File: config.mk
export PLATFORM = sky130hd
export DESIGN_NAME = pbus_bridge
export DESIGN_NICKNAME = d
export VERILOG_FILES = /design/src/rtl/pbb_pkg.sv /design/src/rtl/pbb_decode.sv /design/src/rtl/pbb_pace.sv /design/src/rtl/pbb_steer.sv /design/src/rtl/pbus_bridge.sv
export SDC_FILE = /design/constraint.sdc
export NUM_CORES = 1
export LEC_CHECK = 0
export ABC_AREA = 1
export BUFFER_PORTS_ARGS = -buffer_cell sky130_fd_sc_hd__clkbuf_2
export CAP_MARGIN = 20
export CORE_ASPECT_RATIO = 1.1
export CORE_MARGIN = 3
export CORE_UTILIZATION = 46
export CTS_BUF_LIST = sky130_fd_sc_hd__clkbuf_4
export DETAILED_ROUTE_END_ITERATION = 16
export MAX_ROUTING_LAYER = met4
export PLACE_DENSITY = 0.8
export SLEW_MARGIN = 10
export SYNTH_ARGS = -nofsm -noshare
export SYNTH_HDL_FRONTEND = slang
export SYNTH_SLANG_ARGS = --single-unit
File: constraint.sdc
create_clock -name clk -period 1.5 [get_ports clk]
set_input_delay 0.3 -clock clk [delete_from_list [all_inputs] [get_ports clk]]
set_output_delay 0.3 -clock clk [all_outputs]
set_load 0.1 [all_outputs]
File: src/rtl/pbb_pkg.sv
package pbb_pkg;
    typedef enum logic [1:0] {
        ST_IDLE   = 2'd0,
        ST_LAUNCH = 2'd1,
        ST_STROBE = 2'd2,
        ST_RESP   = 2'd3
    } bridge_state_e;
endpackage

File: src/rtl/pbb_decode.sv
module pbb_decode #(
    parameter int ADDR_W    = 32,
    parameter int WIN_BITS  = 15,
    parameter int SLOT_BITS = 3,
    parameter logic [ADDR_W-1:0] WIN_BASE = 32'h0030_0000,
    parameter logic [(1<<SLOT_BITS)-1:0] IMPL_MASK = 8'b0111_1011,
    parameter logic [(1<<SLOT_BITS)-1:0] WIDE_MASK = 8'b0001_0011
) (
    input  logic [ADDR_W-1:0]    addr_i,
    output logic                 in_win_o,
    output logic                 aligned_o,
    output logic [SLOT_BITS-1:0] slot_o,
    output logic                 impl_o,
    output logic                 wide_o
);
    always_comb begin
        in_win_o  = (addr_i[ADDR_W-1:WIN_BITS] == WIN_BASE[ADDR_W-1:WIN_BITS]);
        aligned_o = (addr_i[1:0] == 2'b00);
        slot_o    = addr_i[WIN_BITS-1 -: SLOT_BITS];
        impl_o    = IMPL_MASK[slot_o];
        wide_o    = WIDE_MASK[slot_o];
    end
endmodule

File: src/rtl/pbb_pace.sv
module pbb_pace (
    input  logic clk,
    input  logic rst_n,
    input  logic half_rate_i,
    output logic tick_o
);
    logic phase_d, phase_q;

    always_comb begin
        phase_d = ~phase_q;
        tick_o  = ~half_rate_i | phase_q;
    end

    always_ff @(posedge clk or negedge rst_n) begin
        if (!rst_n) phase_q <= 1'b0;
        else        phase_q <= phase_d;
    end


    half_alternates_chk: assert property (@(posedge clk) disable iff (!rst_n)
        half_rate_i && tick_o |=> !half_rate_i || !tick_o);
endmodule

File: src/rtl/pbb_steer.sv
module pbb_steer #(
    parameter int WIN_BITS = 15,
    parameter int DATA_W   = 32
) (
    input  logic [WIN_BITS-3:0]   waddr_i,
    input  logic                  beat_i,
    input  logic                  wide_i,
    input  logic [DATA_W-1:0]     wdata_i,
    input  logic [DATA_W/2-1:0]   upper_i,
    input  logic [DATA_W-1:0]     rdata_i,
    output logic [WIN_BITS-1:0]   p_addr_o,
    output logic [DATA_W-1:0]     p_wdata_o,
    output logic [DATA_W-1:0]     word_o
);
    localparam int HALF_W = DATA_W / 2;

    logic second_half;

    always_comb begin
        second_half = beat_i & ~wide_i;
        p_addr_o    = {waddr_i, second_half, 1'b0};
        if (wide_i)
            p_wdata_o = wdata_i;
        else if (beat_i)
            p_wdata_o = {{HALF_W{1'b0}}, wdata_i[HALF_W-1:0]};
        else
            p_wdata_o = {{HALF_W{1'b0}}, wdata_i[DATA_W-1:HALF_W]};
        word_o = wide_i ? rdata_i : {upper_i, rdata_i[HALF_W-1:0]};
    end
endmodule

File: src/rtl/pbus_bridge.sv
module pbus_bridge
    import pbb_pkg::*;
#(
    parameter int ADDR_W    = 32,
    parameter int DATA_W    = 32,
    parameter int WIN_BITS  = 15,
    parameter int SLOT_BITS = 3,
    parameter logic [ADDR_W-1:0] WIN_BASE = 32'h0030_0000,
    parameter logic [(1<<SLOT_BITS)-1:0] IMPL_MASK = 8'b0111_1011,
    parameter logic [(1<<SLOT_BITS)-1:0] WIDE_MASK = 8'b0001_0011
) (
    input  logic                      clk,
    input  logic                      rst_n,
    input  logic                      half_rate,
    input  logic                      req_valid,
    input  logic                      req_write,
    input  logic                      req_burst,
    input  logic [ADDR_W-1:0]         req_addr,
    input  logic [DATA_W-1:0]         req_wdata,
    output logic                      resp_ack,
    output logic                      resp_err,
    output logic [DATA_W-1:0]         resp_rdata,
    output logic                      p_stb,
    output logic [(1<<SLOT_BITS)-1:0] p_sel,
    output logic                      p_write,
    output logic [WIN_BITS-1:0]       p_addr,
    output logic [DATA_W-1:0]         p_wdata,
    input  logic [DATA_W-1:0]         p_rdata
);
    localparam int NSLOT   = 1 << SLOT_BITS;
    localparam int HALF_W  = DATA_W / 2;
    localparam int WADDR_W = WIN_BITS - 2;

    typedef struct packed {
        bridge_state_e           state;
        logic                    beat;
        logic                    wide;
        logic                    write;
        logic [WADDR_W-1:0]      waddr;
        logic [SLOT_BITS-1:0]    slot;
        logic [DATA_W-1:0]       wdata;
        logic [HALF_W-1:0]       upper;
        logic [DATA_W-1:0]       rdata;
        logic                    stb;
        logic                    ack;
        logic                    err;
    } bridge_regs_t;

    localparam bridge_regs_t RESET_VAL = '0;

    bridge_regs_t r_d, r_q;

    logic                 dec_in_win, dec_aligned, dec_impl, dec_wide;
    logic [SLOT_BITS-1:0] dec_slot;
    logic                 tick;
    logic [DATA_W-1:0]    built_word;

    pbb_decode #(
        .ADDR_W   (ADDR_W),
        .WIN_BITS (WIN_BITS),
        .SLOT_BITS(SLOT_BITS),
        .WIN_BASE (WIN_BASE),
        .IMPL_MASK(IMPL_MASK),
        .WIDE_MASK(WIDE_MASK)
    ) u_decode (
        .addr_i   (req_addr),
        .in_win_o (dec_in_win),
        .aligned_o(dec_aligned),
        .slot_o   (dec_slot),
        .impl_o   (dec_impl),
        .wide_o   (dec_wide)
    );

    pbb_pace u_pace (
        .clk        (clk),
        .rst_n      (rst_n),
        .half_rate_i(half_rate),
        .tick_o     (tick)
    );

    pbb_steer #(
        .WIN_BITS(WIN_BITS),
        .DATA_W  (DATA_W)
    ) u_steer (
        .waddr_i  (r_q.waddr),
        .beat_i   (r_q.beat),
        .wide_i   (r_q.wide),
        .wdata_i  (r_q.wdata),
        .upper_i  (r_q.upper),
        .rdata_i  (p_rdata),
        .p_addr_o (p_addr),
        .p_wdata_o(p_wdata),
        .word_o   (built_word)
    );

    always_comb begin
        r_d     = r_q;
        r_d.ack = 1'b0;
        r_d.err = 1'b0;
        unique case (r_q.state)
            ST_IDLE: begin
                if (req_valid && dec_in_win) begin
                    r_d.waddr = req_addr[WIN_BITS-1:2];
                    r_d.slot  = dec_slot;
                    r_d.wide  = dec_wide;
                    r_d.write = req_write;
                    r_d.wdata = req_wdata;
                    r_d.beat  = 1'b0;
                    if (req_burst || !dec_impl || !dec_aligned) begin
                        r_d.err   = 1'b1;
                        r_d.state = ST_RESP;
                    end else begin
                        r_d.state = ST_LAUNCH;
                    end
                end
            end
            ST_LAUNCH: begin
                if (tick) begin
                    r_d.stb   = 1'b1;
                    r_d.state = ST_STROBE;
                end
            end
            ST_STROBE: begin
                if (tick) begin
                    r_d.stb = 1'b0;
                    if (!r_q.wide && !r_q.beat) begin
                        r_d.upper = p_rdata[HALF_W-1:0];
                        r_d.beat  = 1'b1;
                        r_d.state = ST_LAUNCH;
                    end else begin
                        r_d.ack   = 1'b1;
                        r_d.state = ST_RESP;
                        if (!r_q.write) r_d.rdata = built_word;
                    end
                end
            end
            ST_RESP: begin
                r_d.state = ST_IDLE;
            end
            default: r_d.state = ST_IDLE;
        endcase
    end

    always_ff @(posedge clk or negedge rst_n) begin
        if (!rst_n) r_q <= RESET_VAL;
        else        r_q <= r_d;
    end

    for (genvar gi = 0; gi < NSLOT; gi++) begin : g_sel
        assign p_sel[gi] = r_q.stb && (r_q.slot == SLOT_BITS'(gi));
    end

    assign p_stb      = r_q.stb;
    assign p_write    = r_q.stb & r_q.write;
    assign resp_ack   = r_q.ack;
    assign resp_err   = r_q.err;
    assign resp_rdata = r_q.rdata;


    resp_exclusive_chk: assert property (@(posedge clk) disable iff (!rst_n)
        !(resp_ack && resp_err));

    resp_single_chk: assert property (@(posedge clk) disable iff (!rst_n)
        (resp_ack || resp_err) |=> !(resp_ack || resp_err));

    sel_onehot_chk: assert property (@(posedge clk) disable iff (!rst_n)
        p_stb |-> $countones(p_sel) == 1);

    sel_quiet_chk: assert property (@(posedge clk) disable iff (!rst_n)
        !p_stb |-> p_sel == '0);

    stb_paced_chk: assert property (@(posedge clk) disable iff (!rst_n)
        (p_stb != $past(p_stb)) |-> $past(tick));

    stb_addr_stable_chk: assert property (@(posedge clk) disable iff (!rst_n)
        p_stb && $past(p_stb) |-> $stable(p_addr));

    burst_refused_chk: assert property (@(posedge clk) disable iff (!rst_n)
        (r_q.state == ST_IDLE && req_valid && dec_in_win && req_burst)
        |=> resp_err && !p_stb);

    misalign_refused_chk: assert property (@(posedge clk) disable iff (!rst_n)
        (r_q.state == ST_IDLE && req_valid && dec_in_win && req_addr[1:0] != 2'b00)
        |=> resp_err && !p_stb);

    err_no_stb_chk: assert property (@(posedge clk) disable iff (!rst_n)
        resp_err |-> !p_stb);
endmodule

-- Word level (Yosys, flattened, before mapping)
Memories as Yosys holds them, arrays and structs flattened.
Index checks and enable logic that the tools add are counted.
- register bits after elaboration: 105
- bits in read-only memories: 16
- input bits: 102
- output and inout port bits: 91
- word-level logic and storage cells: 87
- memories: 2
- memories (name ; depth ; bits a word ; read ports ; clocked after memory_dff ; write ports ; line ; source):
    (name not given) ; 8 ; 1 ; 1 ; 0 ; 0 ; pbb_decode.sv:20 ; impl_o = IMPL_MASK[slot_o];
    (name not given) ; 8 ; 1 ; 1 ; 0 ; 0 ; pbb_decode.sv:21 ; wide_o = WIDE_MASK[slot_o];
- $lt $le $gt $ge: 1
- equality and inequality tests: 15
- muxes and demuxes: 21
- bitwise logic cells: 8
- reduce and logical (&&, ||, !) cells: 27
- operator list (cell ; number):
    two-way mux 32 bit ; 2
    two-way mux 53 bit ; 1
    == test 17 x 7 -> 1 bit, second input constant ; 1
    two-way mux 16 bit ; 1
    == test 3 bit, second input constant ; 4
    logical AND 1 bit ; 10
    two-way mux 1 bit ; 9
    AND reduction 3 bit ; 3
    two-way mux 2 bit ; 4
    != test 2 bit, second input constant ; 4
    case mux 2 bit (4 select lines) ; 1
    AND reduction 4 bit ; 2
    == test 3 x 2 -> 1 bit, second input constant ; 2
    NOT 1 bit ; 5
    == test 2 bit, second input constant ; 2
    zero test 1 bit ; 4
    zero test 2 bit ; 2
    < comparator 3 x 4 -> 1 bit, second input constant ; 1
    case mux 1 bit (2 select lines) ; 2
    nonzero test 2 bit ; 2
    == test 3 x 1 -> 1 bit, second input constant ; 1
    zero test 3 bit ; 1
    two-way mux 3 bit ; 1
    AND 1 bit ; 2
    4 further kinds ; 5

-- Depth between registers and ports, before layout
- depth in word-level cells: 8
- gate-level depth with buffers: 10
- mapped depth without buffers: 10

-- Modules after synthesis
Synthesis repeated with hierarchy kept, for this count alone.
- cells, all modules: 724
- area total of the unflattened synthesis: 5459.0 um^2
- by module, submodules not included (module ; instances ; cells an instance ; area each (um^2) ; seq. area each (um^2)):
    pbus_bridge ; 1 ; 517 ; 4453.0 ; 2602.5
    pbb_steer ; 1 ; 172 ; 834.6 ; 0.0
    pbb_decode ; 1 ; 32 ; 136.4 ; 0.0
    pbb_pace ; 1 ; 3 ; 35.0 ; 25.0

-- Worst setup path before layout
Ideal clock, no wire load.
- path type: reg2out
- from: register, netlist name r_q[100]
- to: output port p_wdata[6]
- arrival: 2845 ps
- required time: 1200 ps
- slack: -1645 ps
- cell stages (with the launch flop): 5
- path buffers: 2
- path through: dfrtp_1 clkbuf_1 nor2_2 buf_2 o21ai_0
- word-level cells in the longest chain between the ends: 1
- ends and longest elaborated chain (element ; line ; source):
    two-way mux 32 bit ; pbb_steer.sv:22 ; if (wide_i)
    to (decl) ; pbus_bridge.sv:27 ; output logic [DATA_W-1:0] p_wdata,
Every way passes these cells.

-- Worst setup path after layout
- from: register, netlist name r_q[100]
- to: output port p_wdata[0]
- word-level cells in the longest chain between the ends: 1
- ends and longest elaborated chain (element ; line):
    two-way mux 32 bit ; pbb_steer.sv:22
Every way passes these cells.

==> metrics.cfg <==
[outcome]
status = finished, violations left
violations = setup timing

[drt]
wl_met1_um = 5560
dr.first_iter.drc_count = 237
wire_per_inst_um = 14.4
wl_met2_um = 7390
vias = 4592
via_per_inst = 4.75
drtAntennaViolNets = 0
firstDrtPassIters = 4
highest-signal-layer = met4
drc = 0
wl_um = 14000
met3RoutedLength_um = 857

[logic_synthesis]
syn_inst = 644
synth_warnings = 0
synth_edf_count = 0
ys.flop_type = dfrtp_1
ys_ff_latch = 102
synth_seq_area_share = 0.515
synth-async-reset-ratio = 1.00
synth_area_leader_cell = dfrtp_1
netlist_top_cells_count = nand2_1, dfrtp_1, inv_1
synth.top_cell.area_share = 0.515
yosysUniqueCellTypes = 22
synth.most_common_cell = nand2_1
synth_nets = 746
synth_area_sq_mm = 0.00496
ys_top_cells_by_area = dfrtp_1, nand2_1, buf_4, o21ai_0, inv_1
syn_area_per_cell_sq_um = 7.70

[die]
initial_core_util = 0.475
rows = 39
dieWidth_um = 105
io_pins = 193
coreArea_sq_mm = 0.0104
die_area_sq_mm = 0.0121
die_h_um = 115

[layout]
final_cells = 967
drive_gt1_frac = 0.427
finish.net_count = 921
final_util = 0.755
seq_area_sq_mm = 0.00256
num_antenna_cells = 0
fillers = 751
area_delta_synth_final_pct = 59.0
multi_input_area_sq_mm = 0.00221

[critical_path]
cp_slowest_cell = dfrtp_2
crit_chain = nor2_4, inv_2, buf_12, nand2_4, nand2_8, buf_12
critical_path_buf_inv_count = 3
crit_family = flip-flops
crit_type = reg -> out
required_ns = 1.20
critPathLaunchType = flop
critical_path.most_common_cell = buf_12
crit_path_max_incr_delay_ns = 0.48
critPathMaxFanout = 14
critPathArrivalTime_ns = 1.67
critical_path.endpoint_type = output pin

[global_route]
grt_pass1_wl_um = 21600
grt_start_max_net_pins = 47
grt_usage = 0.231
grt-ovfl-total = 0
first_global_vias = 4515
antenna_found_initial = 0

[sta]
post-route-period-util = 1.31
finalClockSkew_ns = 0.0236
setup_slack_ns = -0.471
rsz0062_at_grt = true
finalMaxSlewViolations = 0
fmax_ghz = 0.507
hold_violations = 0
finalSetupViolCount = 46
min_period_ns = 1.97

[placement]
dpl.hpwl_um = 9220
dp_slack_ns = -0.0542
gp_congestion = 0.823
io_buffers = 191
dp.cells = 918

[clock_tree]
cts.sinks = 102
h-tree-depth = 3
clk_pin_slew_worst_paths_ns = 0.17
cts_tree = done
clock-root-buffer = clkbuf_4
clock_latency_ns = 0.47
clock_path_buffers = 2
numCtsBuffers = 9

[pwr]
power_leakage_nw = 4.26
p_per_area_mw_per_mm2 = 968
vdd_ir_drop_max_mv = 0.896

[hold_path]
hp-class = in -> reg

[flow_run]
drv_cap = 0

[worst paths after layout]
| kind | slack [ns] | cells past startpoint | endpoint | startpoint |
|---|---|---|---|---|
| worst min register to register | 0.44 | 1 | u_pace.phase_q | u_pace.phase_q |
| min in group asynchronous | 0.22 | 2 | resp_ack | rst_n |
| worst max-delay path | -0.47 | 6 | p_wdata[0] | r_q[100] |
| max in group asynchronous | 0.77 | 3 | r_q[36] | rst_n |
| worst max register to register | 0.04 | 5 | r_q[97] | r_q[102] |
| worst min-delay path | 0.02 | 3 | r_q[82] | req_wdata[31] |
[placed cells by master (no fill, tap or decap), types with 2 or more instances in the layout]
master and instances:
buf_4 33, nand2_8 11, o21ai_0 53, o21ai_1 16, clkbuf_4 10, nor2_4 10, nor2_1 14, nand2_4 37
buf_12 53, clkbuf_2 100, dlygate4sd3_1 8, inv_1 50, buf_8 2, clkinv_2 2, inv_2 5, dfrtp_1 99
nand2_1 218, a21oi_1 4, buf_6 29, inv_6 2, nand3_1 5, dfrtp_2 2, nand2_2 15, o21ai_4 2
clkbuf_8 8, nor2_2 3, clkinvlp_4 18, clkbuf_16 3
[power breakdown]
group	internal (W)	switching (W)	total (W)	leakage [nW]
clock network	0.000345	0.000950	0.00130	0.0641
registers	0.00299	0.000174	0.00316	1.37
logic	0.000846	0.00232	0.00317	2.83
total	0.00418	0.00345	0.00763	4.26
[worst reg2reg max path, delay by kind of cell, from the launching register on]
family,cells,cell delay (ns)
AOI/OAI and AO/OA,1,0.15
buffers and inverters,2,0.30
and+or+nand+nor,2,0.48
DFF,1,0.45
[final cells by class]
class,count,area share
Clock buffer,9,0.00857
Timing Repair Buffer,238,0.314
Clock inverter,7,0.00603
Multi-Input combinational cell,395,0.280
Tap cell,143,0.0227
Sequential cell,102,0.325
Inverter,73,0.0445
[routing by layer]
metal  vias up  GRT usage
met5         -          -
met4         0     0.0735
met3        12     0.0517
met2       152      0.394
met1      2184      0.274
li1       2244          -
[state kept, by name, summed over array words and instances, names as in the netlist]
signal and flops:
u_pace.phase_q 1, resp_err 1, resp_ack 1, r_q 66, p_stb 1, resp_rdata 32
[repair_timing]
item                       4_1_cts  5_1_grt
hold buffers                     7        1
setup endpoints to repair       70       88
gates resized for setup         87       60
setup buffers                   10       11
pin swaps                        9        4
hold endpoints to repair       108        1
cloned                           1        3
[kinds of logic after synthesis]
logic type	synth area share
simple gates	0.249
flops	0.515
other cells	0.000756
buf+inv	0.160
compound gates	0.0757
[stage by stage]
| stage | hold WS (ns) | instance area [sq um] | setup TNS [ns] | total power [W] |
|---|---|---|---|---|
| detailed placement | 0.164 | 6950 | -0.850 | 0.00599 |
| floorplan | 0.00441 | 5470 | -2.26 | 0.00561 |
| finish | 0.0217 | 7880 | -16.94 | 0.00763 |
| global route | 0.00494 | 7880 | -19.80 | 0.00791 |
| global placement | 0.164 | 6950 | 0 | 0.00595 |
| CTS | 0.0000564 | 7540 | -16.01 | 0.00739 |
Power figures use the tool's default switching activity.
